--- config.mk ---
export PLATFORM = sky130hd
export DESIGN_NAME = legacy_mem_decoder
export DESIGN_NICKNAME = d
export VERILOG_FILES = /design/src/rtl/lmd_pkg.sv /design/src/rtl/lmd_window_dec.sv /design/src/rtl/lmd_area_sel.sv /design/src/rtl/lmd_rom_map.sv /design/src/rtl/legacy_mem_decoder.sv
export SDC_FILE = /design/constraint.sdc
export NUM_CORES = 1
export LEC_CHECK = 0
export BUFFER_PORTS_ARGS = -buffer_cell sky130_fd_sc_hd__buf_2
export CORE_MARGIN = 5
export CORE_UTILIZATION = 45
export DETAILED_ROUTE_END_ITERATION = 12
export PLACE_DENSITY = 0.77
export SLEW_MARGIN = 0
export SYNTH_ARGS = -nofsm -noshare
export SYNTH_HDL_FRONTEND = slang
export SYNTH_SLANG_ARGS = --single-unit
export TNS_END_PERCENT = 30
--- constraint.sdc ---
create_clock -name clk -period 2.33 [get_ports clk]
set_clock_uncertainty 0.05 [all_clocks]
set_input_delay 0.233 -clock clk [delete_from_list [all_inputs] [get_ports clk]]
set_output_delay 0.233 -clock clk [all_outputs]
set_load 0.01 [all_outputs]
--- src/rtl/lmd_pkg.sv ---
package lmd_pkg;
    localparam int TGT_N     = 8;
    localparam int T_DRAM    = 0;
    localparam int T_SMRAM   = 1;
    localparam int T_VGA     = 2;
    localparam int T_SHADOW  = 3;
    localparam int T_XROM    = 4;
    localparam int T_BIOS    = 5;
    localparam int T_DROP    = 6;
    localparam int T_ERR     = 7;
    localparam int AREA_N    = 13;
    localparam int AREA_LAST = AREA_N - 1;
    localparam logic [31:0] BIOS_BASE_RST = 32'hFFFF_0000;
endpackage

--- src/rtl/lmd_window_dec.sv ---
module lmd_window_dec #(
    parameter int ADDR_W = 36
) (
    input  logic [ADDR_W-1:0] addr,
    input  logic [ADDR_W-1:0] mem_limit,
    input  logic [31:0]       bios_base,
    output logic              in_ab,
    output logic              in_cf,
    output logic              in_ef,
    output logic              in_bios,
    output logic              below_top
);
    logic low_meg;
    logic above4g;

    always_comb begin
        low_meg   = (addr[ADDR_W-1:20] == '0);
        in_ab     = low_meg && (addr[19:17] == 3'b101);
        in_cf     = low_meg && (addr[19:18] == 2'b11);
        in_ef     = low_meg && (addr[19:17] == 3'b111);
        above4g   = (addr[ADDR_W-1:32] != '0);
        in_bios   = !above4g && (addr[31:0] >= bios_base);
        below_top = (addr < mem_limit);
    end
endmodule

--- src/rtl/lmd_area_sel.sv ---
module lmd_area_sel
    import lmd_pkg::*;
(
    input  logic [3:0]        idx,
    input  logic [AREA_N-1:0] rd_en,
    input  logic [AREA_N-1:0] wr_en,
    output logic              rd_shadow,
    output logic              wr_shadow
);
    localparam int SLOTS = 16;
    logic [SLOTS-1:0] rd_tab;
    logic [SLOTS-1:0] wr_tab;

    // Indices beyond the final area fold onto it.
    for (genvar i = 0; i < SLOTS; i++) begin : g_slot
        localparam int SRC = (i < AREA_N) ? i : AREA_LAST;
        assign rd_tab[i] = rd_en[SRC];
        assign wr_tab[i] = wr_en[SRC];
    end

    assign rd_shadow = rd_tab[idx];
    assign wr_shadow = wr_tab[idx];
endmodule

--- src/rtl/lmd_rom_map.sv ---
module lmd_rom_map #(
    parameter int ADDR_W   = 36,
    parameter int ROM_LOG2 = 18
) (
    input  logic [ROM_LOG2-1:0] rom_bits,
    output logic [ADDR_W-1:0]   bios_off,
    output logic [ADDR_W-1:0]   alias_off,
    output logic [ADDR_W-1:0]   xrom_off
);
    localparam int TOP_W = ROM_LOG2 - 17;

    assign bios_off = ADDR_W'(rom_bits);
    assign xrom_off = ADDR_W'(rom_bits[16:0]);

    // The low-megabyte ROM view sits on the last 128 KiB of the image.
    if (TOP_W > 0) begin : g_big_rom
        assign alias_off = ADDR_W'({{TOP_W{1'b1}}, rom_bits[16:0]});
    end else begin : g_small_rom
        assign alias_off = ADDR_W'(rom_bits[16:0]);
    end
endmodule

--- src/rtl/legacy_mem_decoder.sv ---
module legacy_mem_decoder
    import lmd_pkg::*;
#(
    parameter int ADDR_W   = 36,
    parameter int ROM_LOG2 = 18
) (
    input  logic                clk,
    input  logic                rst_n,
    input  logic                a20_en,
    input  logic                smram_avail,
    input  logic                smram_en,
    input  logic                smram_restrict,
    input  logic                shadow_on,
    input  logic [AREA_N-1:0]   shadow_rd,
    input  logic [AREA_N-1:0]   shadow_wr,
    input  logic [ADDR_W-1:0]   mem_limit,
    input  logic                bios_base_we,
    input  logic [31:0]         bios_base_wdata,
    input  logic                req_valid,
    input  logic                req_write,
    input  logic                req_smm,
    input  logic [ADDR_W-1:0]   req_addr,
    output logic                rsp_valid,
    output logic [TGT_N-1:0]    rsp_sel,
    output logic [ADDR_W-1:0]   rsp_off,
    output logic                rsp_err,
    output logic                rsp_ff
);
    typedef struct packed {
        logic               valid;
        logic [TGT_N-1:0]   sel;
        logic [ADDR_W-1:0]  off;
        logic               err;
        logic               ff;
        logic [31:0]        base;
    } state_t;

    state_t st_d, st_q;

    logic [ADDR_W-1:0] addr_m;
    logic in_ab, in_cf, in_ef, in_bios, below_top;
    logic rd_shadow, wr_shadow;
    logic smram_hit;
    logic [ADDR_W-1:0] bios_off, alias_off, xrom_off;

    always_comb begin
        addr_m = req_addr;
        if (!a20_en) addr_m[20] = 1'b0;
    end

    lmd_window_dec #(.ADDR_W(ADDR_W)) win_i (
        .addr      (addr_m),
        .mem_limit (mem_limit),
        .bios_base (st_q.base),
        .in_ab     (in_ab),
        .in_cf     (in_cf),
        .in_ef     (in_ef),
        .in_bios   (in_bios),
        .below_top (below_top)
    );

    lmd_area_sel area_i (
        .idx       (addr_m[17:14]),
        .rd_en     (shadow_rd),
        .wr_en     (shadow_wr),
        .rd_shadow (rd_shadow),
        .wr_shadow (wr_shadow)
    );

    lmd_rom_map #(.ADDR_W(ADDR_W), .ROM_LOG2(ROM_LOG2)) rom_i (
        .rom_bits  (addr_m[ROM_LOG2-1:0]),
        .bios_off  (bios_off),
        .alias_off (alias_off),
        .xrom_off  (xrom_off)
    );

    assign smram_hit = smram_avail && (smram_en || (req_smm && !smram_restrict));

    always_comb begin
        int tgt;
        st_d       = st_q;
        st_d.valid = req_valid;
        st_d.sel   = '0;
        st_d.off   = addr_m;
        st_d.err   = 1'b0;
        st_d.ff    = 1'b0;
        tgt        = T_DRAM;
        if (bios_base_we) st_d.base = bios_base_wdata;

        if (in_ab) begin
            tgt = smram_hit ? T_SMRAM : T_VGA;
        end else if (in_cf) begin
            if (req_write) begin
                if (!shadow_on) begin
                    tgt      = T_ERR;
                    st_d.err = 1'b1;
                end else begin
                    tgt = wr_shadow ? T_SHADOW : T_DROP;
                end
            end else if (shadow_on && rd_shadow) begin
                tgt = T_SHADOW;
            end else if (in_ef) begin
                tgt      = T_BIOS;
                st_d.off = alias_off;
            end else begin
                tgt      = T_XROM;
                st_d.off = xrom_off;
            end
        end else if (in_bios) begin
            if (req_write) begin
                tgt      = T_ERR;
                st_d.err = 1'b1;
            end else begin
                tgt      = T_BIOS;
                st_d.off = bios_off;
            end
        end else if (below_top) begin
            tgt = T_DRAM;
        end else begin
            tgt      = T_ERR;
            st_d.err = 1'b1;
            st_d.ff  = !req_write;
        end

        if (req_valid) begin
            st_d.sel[tgt] = 1'b1;
        end else begin
            st_d.err = 1'b0;
            st_d.ff  = 1'b0;
        end
    end

    always_ff @(posedge clk) begin
        if (!rst_n) begin
            st_q       <= '0;
            st_q.base  <= BIOS_BASE_RST;
        end else begin
            st_q <= st_d;
        end
    end

    assign rsp_valid = st_q.valid;
    assign rsp_sel   = st_q.sel;
    assign rsp_off   = st_q.off;
    assign rsp_err   = st_q.err;
    assign rsp_ff    = st_q.ff;
endmodule

; After elaboration in Yosys (flattened, before gate mapping)
; Cells that the tools add are included.
; W data, S select, Z words.
[word_totals]
memories = 0
ramBits = 0
latchBits = 0
ff_bits = 79
mem_bits_ro = 0
word_cells = 65
in_bits = 141
out_inout_bits = 47
[classes]
div_mod_pow = 0
mux = 32
n_reduce_logical = 17
n_lt_le_gt_ge = 5
shift = 0
eq_ne = 3
multipliers = 0
bitwise_logic = 2
add_sub_neg = 0
[op_table]
columns = operator, count
row1 = $mux W36, 4
row2 = $mux W32, 4
row3 = $mux W38, 1
row4 = $mux W37, 1
row5 = $lt A36 B36 Y1, 1
row6 = $ge A32 B1 Y1 const B, 1
row7 = $ge A32 B32 Y1, 1
row8 = $lt A32 B5 Y1 const B, 1
row9 = $mux W18, 1
row10 = $logic_not A16 Y1, 1
row11 = $mux W3, 4
row12 = $mux W1, 11
row13 = $bmux W1 S4, 2
row14 = $logic_and A1 B1 Y1, 8
row15 = $eq A3 B3 Y1 const B, 2
row16 = $mux W2, 3
row17 = $reduce_or A6 Y1, 1
row18 = $lt A4 B5 Y1 const B, 1
row19 = $reduce_bool A4 Y1, 1
row20 = $demux W1 S3, 1
row21 = $logic_not A1 Y1, 3
row22 = $reduce_or A3 Y1, 1
row23 = $eq A2 B2 Y1 const B, 1
row24 = $not A1 Y1, 2
row25 = other kinds (2), 2

; Logic depth before layout (Yosys ltp)
; Gate-level depths: netlist of run 1.
[depth]
depth_word = 12
ltp_mapped = 12

; By module
; A second synthesis of run 1 with hierarchy kept.
[hier_totals]
hier_cells = 866
hier_area_um2 = 7165.6
[by_module_without_submodules]
columns = mod, cells_each, area_each_um2, instances
row1 = legacy_mem_decoder, 496, 4411.7, 1
row2 = lmd_window_dec, 244, 1721.7, 1
row3 = lmd_rom_map, 110, 818.3, 1
row4 = lmd_area_sel, 16, 214.0, 1

; Worst setup path after synthesis of run 1
; OpenSTA, ideal clock, no wires.
[synth_path]
path_kind = register to register
startpoint = register st_q[13] (netlist name)
endpoint = register st_q (netlist bit rsp_off[22])
t_arrival_ps = 2237
setup_slack_ps = -69
setup_ps = 112
n_path_buf = 1
stages_incl_launch_ff = 12
required_time_ps = 2168
cell_sequence = dfxtp_1 -> inv_1 -> ha_1 -> and4_1 -> nand2_1 -> o311a_1 -> a21oi_1 -> o21bai_4 -> o31ai_1 -> a21bo_2 -> buf_4 -> nor2_1
[synth_between]
elab_chain_cells = 5
[synth_rtl]
columns = item, line_no
row1 = from (decl), legacy_mem_decoder.sv:38  ; state_t st_d, st_q;
row2 = from (signal assigned), legacy_mem_decoder.sv:138  ; st_q <= st_d;
row3 = $ge A32 B32 Y1, lmd_window_dec.sv:22  ; in_bios = !above4g && (addr[31:0] >= bios_base);
row4 = $logic_and A1 B1 Y1, lmd_window_dec.sv:22
row5 = $mux W36, legacy_mem_decoder.sv:109  ; end else if (in_bios) begin
row6 = $mux W37, legacy_mem_decoder.sv:92  ; end else if (in_cf) begin
row7 = $mux W38, legacy_mem_decoder.sv:90  ; if (in_ab) begin
; Every way passes these cells.
; A chain may end at the register's enable or synchronous reset.

; Worst setup path in the final report of run 1
[layout_path]
startpoint = register st_q[30] (netlist name)
endpoint = register st_q (netlist bit rsp_off[30])
; The elaborated chain is that of the path after synthesis.

==> run metrics, run 1 <==
outcome=complete, but fails checks; failing checks=setup timing; Mapped Cells=558; number of inserted diodes=0; RSZ-0062 raised after global routing=yes; Reg2Reg Setup Slack=-0.13 ns; Yosys reg bits=79; WP data required=2.54 ns; Antenna Violating Nets Remaining=0; Pins Over Slew Limit=0; Crit path arrival time=2.67 ns; Min-Delay Path Class=input pin to register; DP HPWL=11100 um; Clock Latency Late Sink=0.37 ns; Cell variety after synth=58; I/O pins=188; Post-synth EDFFs=0; number of global-route vias before repair=4844; number of fill cells=892; Clock Tree Root=clkbuf_8; fin crit share=1.06; total CTS buffers=9; measured slew at the worst slew-check pin=0.538 ns; CTS max path bufs=2; drt wl/cell=15.6 um; Pre-antenna DRT Iters=4; # setup viols final=20; final core utilization=0.622; Layout area overhead=35.7%; CP endpoint kind=register; Worst Setup Start Kind=register; die area=0.0132 mm^2; global placement routability congestion=0.838; most frequent cells in the layout=buf_2 (187), inv_1 (75), buf_4 (67), dfxtp_1 (67), ha_1 (53); design area=0.00674 mm^2; drt initial violations=173; largest net degree at the start of global routing=58; Peak VDD IR=312 uV; Hold Fails Final Rpt=0; worst slew margin relative to its limit=0.642; buffers plus inverters on the worst setup path=2; # hold bufs at CTS=0; Port Buffer Count=187; CTS tree=built; drt drc=0; R2R cell count=11; crit path max fanout=7; nets=973; CP max-delay cell=o31ai_4; Mean Syn Cell Area=8.90 um^2; vias per std cell=4.97; P_leak=3.51 nW; first-pass GRT wire length=22500 um; Async SR Flop Fraction=0; syn_nets=766; GR Overflow Total=0; share of cells above drive strength 1=0.449; GRT Util Overall=0.212; Crit path depth=11; clock slew seen by the registers of the worst setup and hold paths=0.09 ns; WS Path Type=register to register; Max-Cap Viols=0; Power Dens Cells=496 mW/mm^2; Netlist Area Pre-Place=0.00496 mm^2; die height=115 um; max incr delay on CP=0.36 ns; initial antenna violation count=1; number of vias in the routed layout=4527; Initial Util=0.458; Syn. warnings=0; placed cell area=0.00617 mm^2; H-tree levels=3; core area=0.0108 mm^2; Rows=38; CP Cell Sequence=inv_2 > ha_4 > nand4_1 > nor4_2 > buf_4 > nand2_4 > a21oi_4 > o21bai_4 > o31ai_4 > a21bo_4 > nor2_1; cell family contributing the most delay on the critical path=compound AO/OA/AOI/OAI gates; sequential share of the synthesized area=0.319; final WL=14200 um; FF/Latch Area=0.00160 mm^2; Final WS setup=-0.128 ns; die width=115 um; minimum clock period=2.46 ns; commonest non-fill, non-tap cell in the layout=buf_2; Hold Path Cell Cnt=3; Fmax=407 MHz; area of the multi-input gates=0.00300 mm^2; Clock Sinks=79; Post-synth top flop=dfxtp_1
==> final cells by class <==
| type | count | share of cell area |
|---|---|---|
| inverters | 82 | 0.0457 |
| clock buffers | 11 | 0.0210 |
| clock inverters | 5 | 0.00854 |
| repair buffers | 256 | 0.217 |
| flip-flops and latches | 79 | 0.237 |
| multi-input cells | 337 | 0.445 |
| well taps | 140 | 0.0260 |
==> synthesized netlist by cell type, types with 3 or more instances <==
library cell  count  area [um^2]
nand2_1          38          143
ha_1             67          838
clkbuf_1         10         37.5
a21oi_1          26          130
nand4_1          13         81.3
nor2_1           24         90.1
o21ai_0          10         50.1
o21a_1            3         22.5
and2_1           24          150
nor3_1            7         35.0
inv_1            82          308
and4_1            5         43.8
nand2b_1          4         25.0
buf_4            45          338
mux4_1            4          105
a221oi_1          3         26.3
dfxtp_1          79         1580
mux2i_1          19          190
o211ai_1         16          120
nor2b_1          19          119
nand3_1          12         60.1
a21o_1            3         22.5
==> per-stage QoR <==
stage          power, W  setup WS (ns)  cells  hold WS (ns)  setup TNS (ns)
6_report        0.00334         -0.128    910        0.0283           -2.01
5_1_grt         0.00353         -0.228    910        0.0333           -4.12
4_1_cts         0.00332         -0.109    909        0.0158          -0.974
3_5_place_dp    0.00224         -0.265    890         0.403           -4.54
3_3_place_gp    0.00220         -0.273    890         0.398           -4.76
2_1_floorplan   0.00191         0.0202    558         0.295               0
==> power breakdown <==
| group | internal, W | switching [W] |
|---|---|---|
| registers | 0.00143 | 0.0000244 |
| logic | 0.000433 | 0.000419 |
| clock network | 0.000522 | 0.000519 |
==> routing by layer <==
| layer | vias up | global-route usage | wire (um) |
|---|---|---|---|
| met5 | - | 0 | 7 |
| met4 | 2 | 0.106 | 429 |
| li1 | 2279 | - | - |
| met1 | 2038 | 0.250 | 5690 |
| met3 | 38 | 0.0489 | 1080 |
| met2 | 170 | 0.359 | 6950 |
==> flip-flops by register name, summed over array words and instances (netlist names) <==
| register | cells |
|---|---|
| st_q | 32 |
| rsp_err | 1 |
| rsp_off | 36 |
| rsp_sel | 8 |
| rsp_valid | 1 |
| rsp_ff | 1 |
==> worst min-delay path: stages <==
cell      delay, ns
buf_2          0.07
nand2_1        0.04
o211ai_1       0.06
==> logic make-up after synthesis <==
| group | Yosys count | synth area share |
|---|---|---|
| flops | 79 | 0.319 |
| simple gates | 159 | 0.174 |
| compound gates | 83 | 0.121 |
| mux | 27 | 0.0731 |
| fa+ha+maj | 67 | 0.169 |
| buf+inv | 143 | 0.144 |
==> what timing repair did <==
action                     in CTS  in global routing
gates resized for setup        34                 35
setup endpoints to repair      22                 22
setup buffers                   4                  1
pin swaps                      18                 14
gates cloned                    1                  0
==> path summary, 6_finish.rpt <==
path	start	endpoint
max	st_q[30]	rsp_off[30]
min	bios_base_wdata[27]	st_q[27]
max reg2reg	st_q[30]	rsp_off[30]
min reg2reg	st_q[17]	st_q[17]
No activity file was read; power rests on OpenSTA's default activity.
==> run 2: changes to the inputs <==
--- a/config.mk
+++ b/config.mk
@@ -9,7 +9,9 @@
 export CORE_MARGIN = 5
 export CORE_UTILIZATION = 45
 export DETAILED_ROUTE_END_ITERATION = 12
+export GPL_ROUTABILITY_DRIVEN = 0
 export PLACE_DENSITY = 0.77
+export SKIP_LAST_GASP = 1
 export SLEW_MARGIN = 0
 export SYNTH_ARGS = -nofsm -noshare
 export SYNTH_HDL_FRONTEND = slang
==> run 2 against run 1 <==
  * The run still ends with setup timing left
  * Routed wire length is 2.5% higher
  * Sequential cell count stayed put
  * Non-clock buffer count is 1 lower
  * Cell count is 0.11% lower
  * Sequential power hardly changed
  * Via count is 1.4% higher
  * Sequential share of layout area is 0.14 points lower
  * Count of clock-buffer cells in the layout is 1 lower
  * Critical path type unchanged
  * Die area stayed put
  * Largest power group unchanged
  * Fmax is 0.29% higher
  * Utilization is 0.67 points higher
  * Largest cell class unchanged
==> run metrics, run 2 (synthesized netlist as in run 1, its figures left out) <==
crit path max fanout=5; share of cells above drive strength 1=0.463; Place WS=-0.308 ns; Final WS setup=-0.121 ns; WP data required=2.58 ns; final total power=0.00328 W; Port Buffer Count=187; drt initial violations=166; Layout area overhead=37.2%; Largest register FFs=36; number of vias in the routed layout=4590; Non-Filler Instances=909; worst slew margin relative to its limit=0.640; nets=972; H-tree levels=3; Reg2Reg Setup Slack=-0.12 ns; commonest non-fill, non-tap cell in the layout=buf_2; DP HPWL=11300 um; most frequent cells in the layout=buf_2 (187), inv_1 (73), buf_4 (64); Peak VDD IR=267 uV; total CTS buffers=9; reg2reg start=st_q[27]; Worst Setup EP=rsp_sel[4]; # setup viols final=9; core area=0.0108 mm^2; clock slew seen by the registers of the worst setup and hold paths=0.09 ns; final core utilization=0.628; dpl cells=889; Antenna Violating Nets Remaining=0; minimum clock period=2.45 ns; Max-Cap Viols=0; Power Dens Cells=482 mW/mm^2; P_leak=3.52 nW; Fmax=408 MHz; Min-Delay Path Class=input pin to register; die width=115 um; Crit path arrival time=2.70 ns; Worst Setup Start Kind=register; Initial Util=0.458; Rows=38; end of the worst register-to-register path=rsp_sel[4]; Pins Over Slew Limit=0; I/O pins=188; largest net degree at the start of global routing=58; GR Overflow Total=0; Clock Tree Root=clkbuf_8; drt wl/cell=16.0 um; failing checks=setup timing; Hold Fails Final Rpt=0; Pre-antenna DRT Iters=4; CP endpoint kind=register; number of global-route vias before repair=4918; drt drc=0; Clock Sinks=79; die height=115 um; Clock Latency Late Sink=0.36 ns; R2R cell count=10; CTS tree=built; CP Launch Point=st_q[27]; vias per std cell=5.05; RSZ-0062 raised after global routing=yes; fin crit share=1.05; outcome=complete, but fails checks; CTS max path bufs=2; initial antenna violation count=1; WS Path Type=register to register; Setup TNS=-0.686 ns; final WL=14500 um; first-pass GRT wire length=23200 um; measured slew at the worst slew-check pin=0.540 ns; number of inserted diodes=0; die area=0.0132 mm^2; GRT Util Overall=0.219
-- run 2: report_power, final --
| group | switching (W) | internal [W] |
|---|---|---|
| clock | 0.000531 | 0.000419 |
| combinational | 0.000434 | 0.000444 |
| sequential | 0.0000252 | 0.00143 |
| total | 0.000990 | 0.00229 |
-- run 2: worst max-delay path: stages (launching register included) --
cell	delay, ns
dfxtp_2	0.33
inv_1	0.11
ha_4	0.22
nand4_1	0.18
nor2_1	0.08
a221o_1	0.29
a211o_1	0.26
o21bai_4	0.25
nand3_2	0.16
a31oi_4	0.25
and4_1	0.21
-- run 2: worst min path at each step --
stage          cells past startpoint          end                 from  slack, ns
2_1_floorplan                      2  rsp_off[19]         req_addr[19]       0.30
3_3_place_gp                       3     st_q[26]  bios_base_wdata[26]       0.40
3_5_place_dp                       3     st_q[26]  bios_base_wdata[26]       0.41
4_1_cts                            3     st_q[26]  bios_base_wdata[26]       0.02
5_1_grt                            3     st_q[31]  bios_base_wdata[31]       0.03
6_report                           3     st_q[31]  bios_base_wdata[31]       0.03
-- run 2: cell type report --
type	count	area [um^2]
Fill cell	876	4030
Timing Repair Buffer	255	1460
Clock inverter	6	46.3
Sequential cell	79	1600
Tap cell	140	175
Multi-Input combinational cell	337	3080
Clock buffer	10	138
Inverter	82	308
-- run 2: layer usage --
metal | vias to the layer above | wire [um] | global-route usage
met5 | - | 7 | 0
met3 | 27 | 1060 | 0.0489
li1 | 2275 | - | -
met2 | 164 | 7500 | 0.401
met1 | 2122 | 5680 | 0.250
met4 | 2 | 264 | 0.0751
-- run 2: timing repair --
item / 4_1_cts / 5_1_grt
pin swaps: 28 / 9
resized for setup: 75 / 8
hold buffers: 0 / 0
setup endpoints to repair: 23 / 22
gates cloned: 1 / 0
setup buffers: 3 / 1
-- run 2: through the flow --
step                      hold slack [ns]  instance area (um^2)
final                              0.0314                  6810
after global placement              0.398                  6160
after detailed placement            0.407                  6160
after floorplan                     0.295                  4970
after global routing               0.0301                  6810
after CTS                          0.0236                  6770
==> run 3: changes to the inputs <==
--- a/config.mk
+++ b/config.mk
@@ -10,7 +10,7 @@
 export CORE_UTILIZATION = 45
 export DETAILED_ROUTE_END_ITERATION = 12
 export GPL_ROUTABILITY_DRIVEN = 0
-export PLACE_DENSITY = 0.77
+export PLACE_DENSITY = 0.74
 export SKIP_LAST_GASP = 1
 export SLEW_MARGIN = 0
 export SYNTH_ARGS = -nofsm -noshare
==> constraint.sdc (replaced) <==
create_clock -name clk -period 2.85 [get_ports clk]
set_clock_uncertainty 0.05 [all_clocks]
set_input_delay 0.285 -clock clk [delete_from_list [all_inputs] [get_ports clk]]
set_output_delay 0.285 -clock clk [all_outputs]
set_load 0.01 [all_outputs]
==> run 3 against run 2 <==
  * The flow now finishes without violations
  * Via count is 6.2% lower
  * Routed wire length is 8.7% lower
  * Register-to-register slack improved by 0.37 ns
  * Die area unchanged
  * Utilization is 8.0 points lower
  * Cell count is 7.0% lower
  * Largest cell class unchanged
  * Count of clock-buffer cells in the layout did not move
  * Fmax fell by 5.8%
  * Critical path depth did not move
  * Largest power group unchanged
  * Total power down 19%
  * Cell area shrank 13%
  * Setup slack improved by 0.37 ns
==> run metrics, run 3 (synthesized netlist as in run 1, its figures left out) <==
Rows=38; nets=908; drt drc=0; most frequent cells in the layout=buf_2 (187), inv_1 (82), dfxtp_1 (79); M2 GR Usage=0.332; Setup TNS=0 ns; DP HPWL=11000 um; final core utilization=0.548; number of fill cells=1012; drt wl/cell=15.7 um; drt initial violations=193; CTS tree=built; Pins Over Slew Limit=0; # hold bufs at CTS=0; crit path max fanout=6; RSZ-0062 raised after global routing=no; number of global-route vias before repair=4334; fin crit share=0.913; Fmax=384 MHz; Clock Sinks=79; Port Buffer Count=187; CP endpoint kind=register; GR Util met3=0.0405; R2R cell count=10; share of cells above drive strength 1=0.319; Peak VDD IR=213 uV; H-tree levels=3; Hold Path Cell Cnt=3; Clock Tree Root=clkbuf_8; minimum clock period=2.60 ns; GRT Util Overall=0.195; Antenna Violating Nets Remaining=0; vias per std cell=5.10; WP data required=3.11 ns; Pre-antenna DRT Iters=4; Max-Cap Viols=0; Most Used Layer, Global Route=met2; number of vias in the routed layout=4306; die height=115 um; # setup viols final=0; post-CTS setup buffers=0; Min-Delay Path Class=input pin to register; Final WS setup=0.249 ns; final WL=13200 um; Hold Fails Final Rpt=0; measured slew at the worst slew-check pin=0.966 ns; number of inserted diodes=0; I/O pins=188; first-pass GRT wire length=20500 um; clock slew seen by the registers of the worst setup and hold paths=0.09 ns; outcome=complete, no violations; die width=115 um; WS Path Type=register to register; Worst Setup Start Kind=register; initial antenna violation count=0; Non-Filler Instances=845; largest net degree at the start of global routing=57; P_leak=3.16 nW; worst slew margin relative to its limit=0.356; total CTS buffers=9; core area=0.0108 mm^2; Power Dens Cells=449 mW/mm^2; CTS max path bufs=2; Initial Util=0.458; Largest register FFs=36; met1 Use GR=0.239; Place WS=0.119 ns; die area=0.0132 mm^2; Layout area overhead=19.7%; GR Overflow Total=0; dpl cells=829; Crit path arrival time=2.86 ns; Reg2Reg Setup Slack=0.25 ns; commonest non-fill, non-tap cell in the layout=buf_2; Clock Latency Late Sink=0.36 ns
-- run 3: final timing paths --
| kind | start | end |
|---|---|---|
| setup / recovery | st_q[21] | rsp_sel[4] |
| hold / removal | bios_base_wdata[28] | st_q[28] |
| setup reg to reg | st_q[21] | rsp_sel[4] |
| hold reg to reg | st_q[23] | st_q[23] |
-- run 3: worst max-delay path: stages (launching register included) --
cell and delay [ns]:
dfxtp_1 0.31, inv_1 0.05, ha_1 0.30, a21oi_1 0.18
o21ai_0 0.13, a221o_1 0.33, a211o_1 0.33, o21bai_4 0.21
nand3_1 0.19, a31oi_4 0.25, and4_1 0.21
-- run 3: report_power, final --
part           internal (W)  total, W  switching, W
Clock              0.000498  0.000927      0.000429
Sequential          0.00116   0.00118     0.0000177
Combinational      0.000262  0.000561      0.000299
-- run 3: repair_timing --
action,CTS,global route
endpoints found under the hold margin,0,0
endpoints found under the setup margin,0,13
resized for setup,0,3
-- run 3: cell type report --
class | count | area (um^2) | area share
clock buffer | 10 | 128 | 0.0215
clock inverter | 6 | 92.6 | 0.0156
inverter | 82 | 308 | 0.0518
multi-input combinational | 336 | 2680 | 0.452
sequential | 79 | 1580 | 0.266
tap | 140 | 175 | 0.0295
timing repair buffer | 192 | 973 | 0.164
-- run 3: per-stage QoR --
step / hold WS (ns) / total power [W] / area, um^2
floorplan: 0.347 / 0.00156 / 4960
global placement: 0.427 / 0.00173 / 5700
detailed placement: 0.433 / 0.00176 / 5700
CTS: 0.0743 / 0.00269 / 5920
global route: 0.0859 / 0.00281 / 5940
finish: 0.0911 / 0.00267 / 5940
-- run 3: per-layer routing --
layer / vias to the layer above / part of all wire
li1: 2145 / -
met1: 1965 / 0.42
met2: 164 / 0.47
met3: 32 / 0.073
met4: 0 / 0.032
met5: - / 0
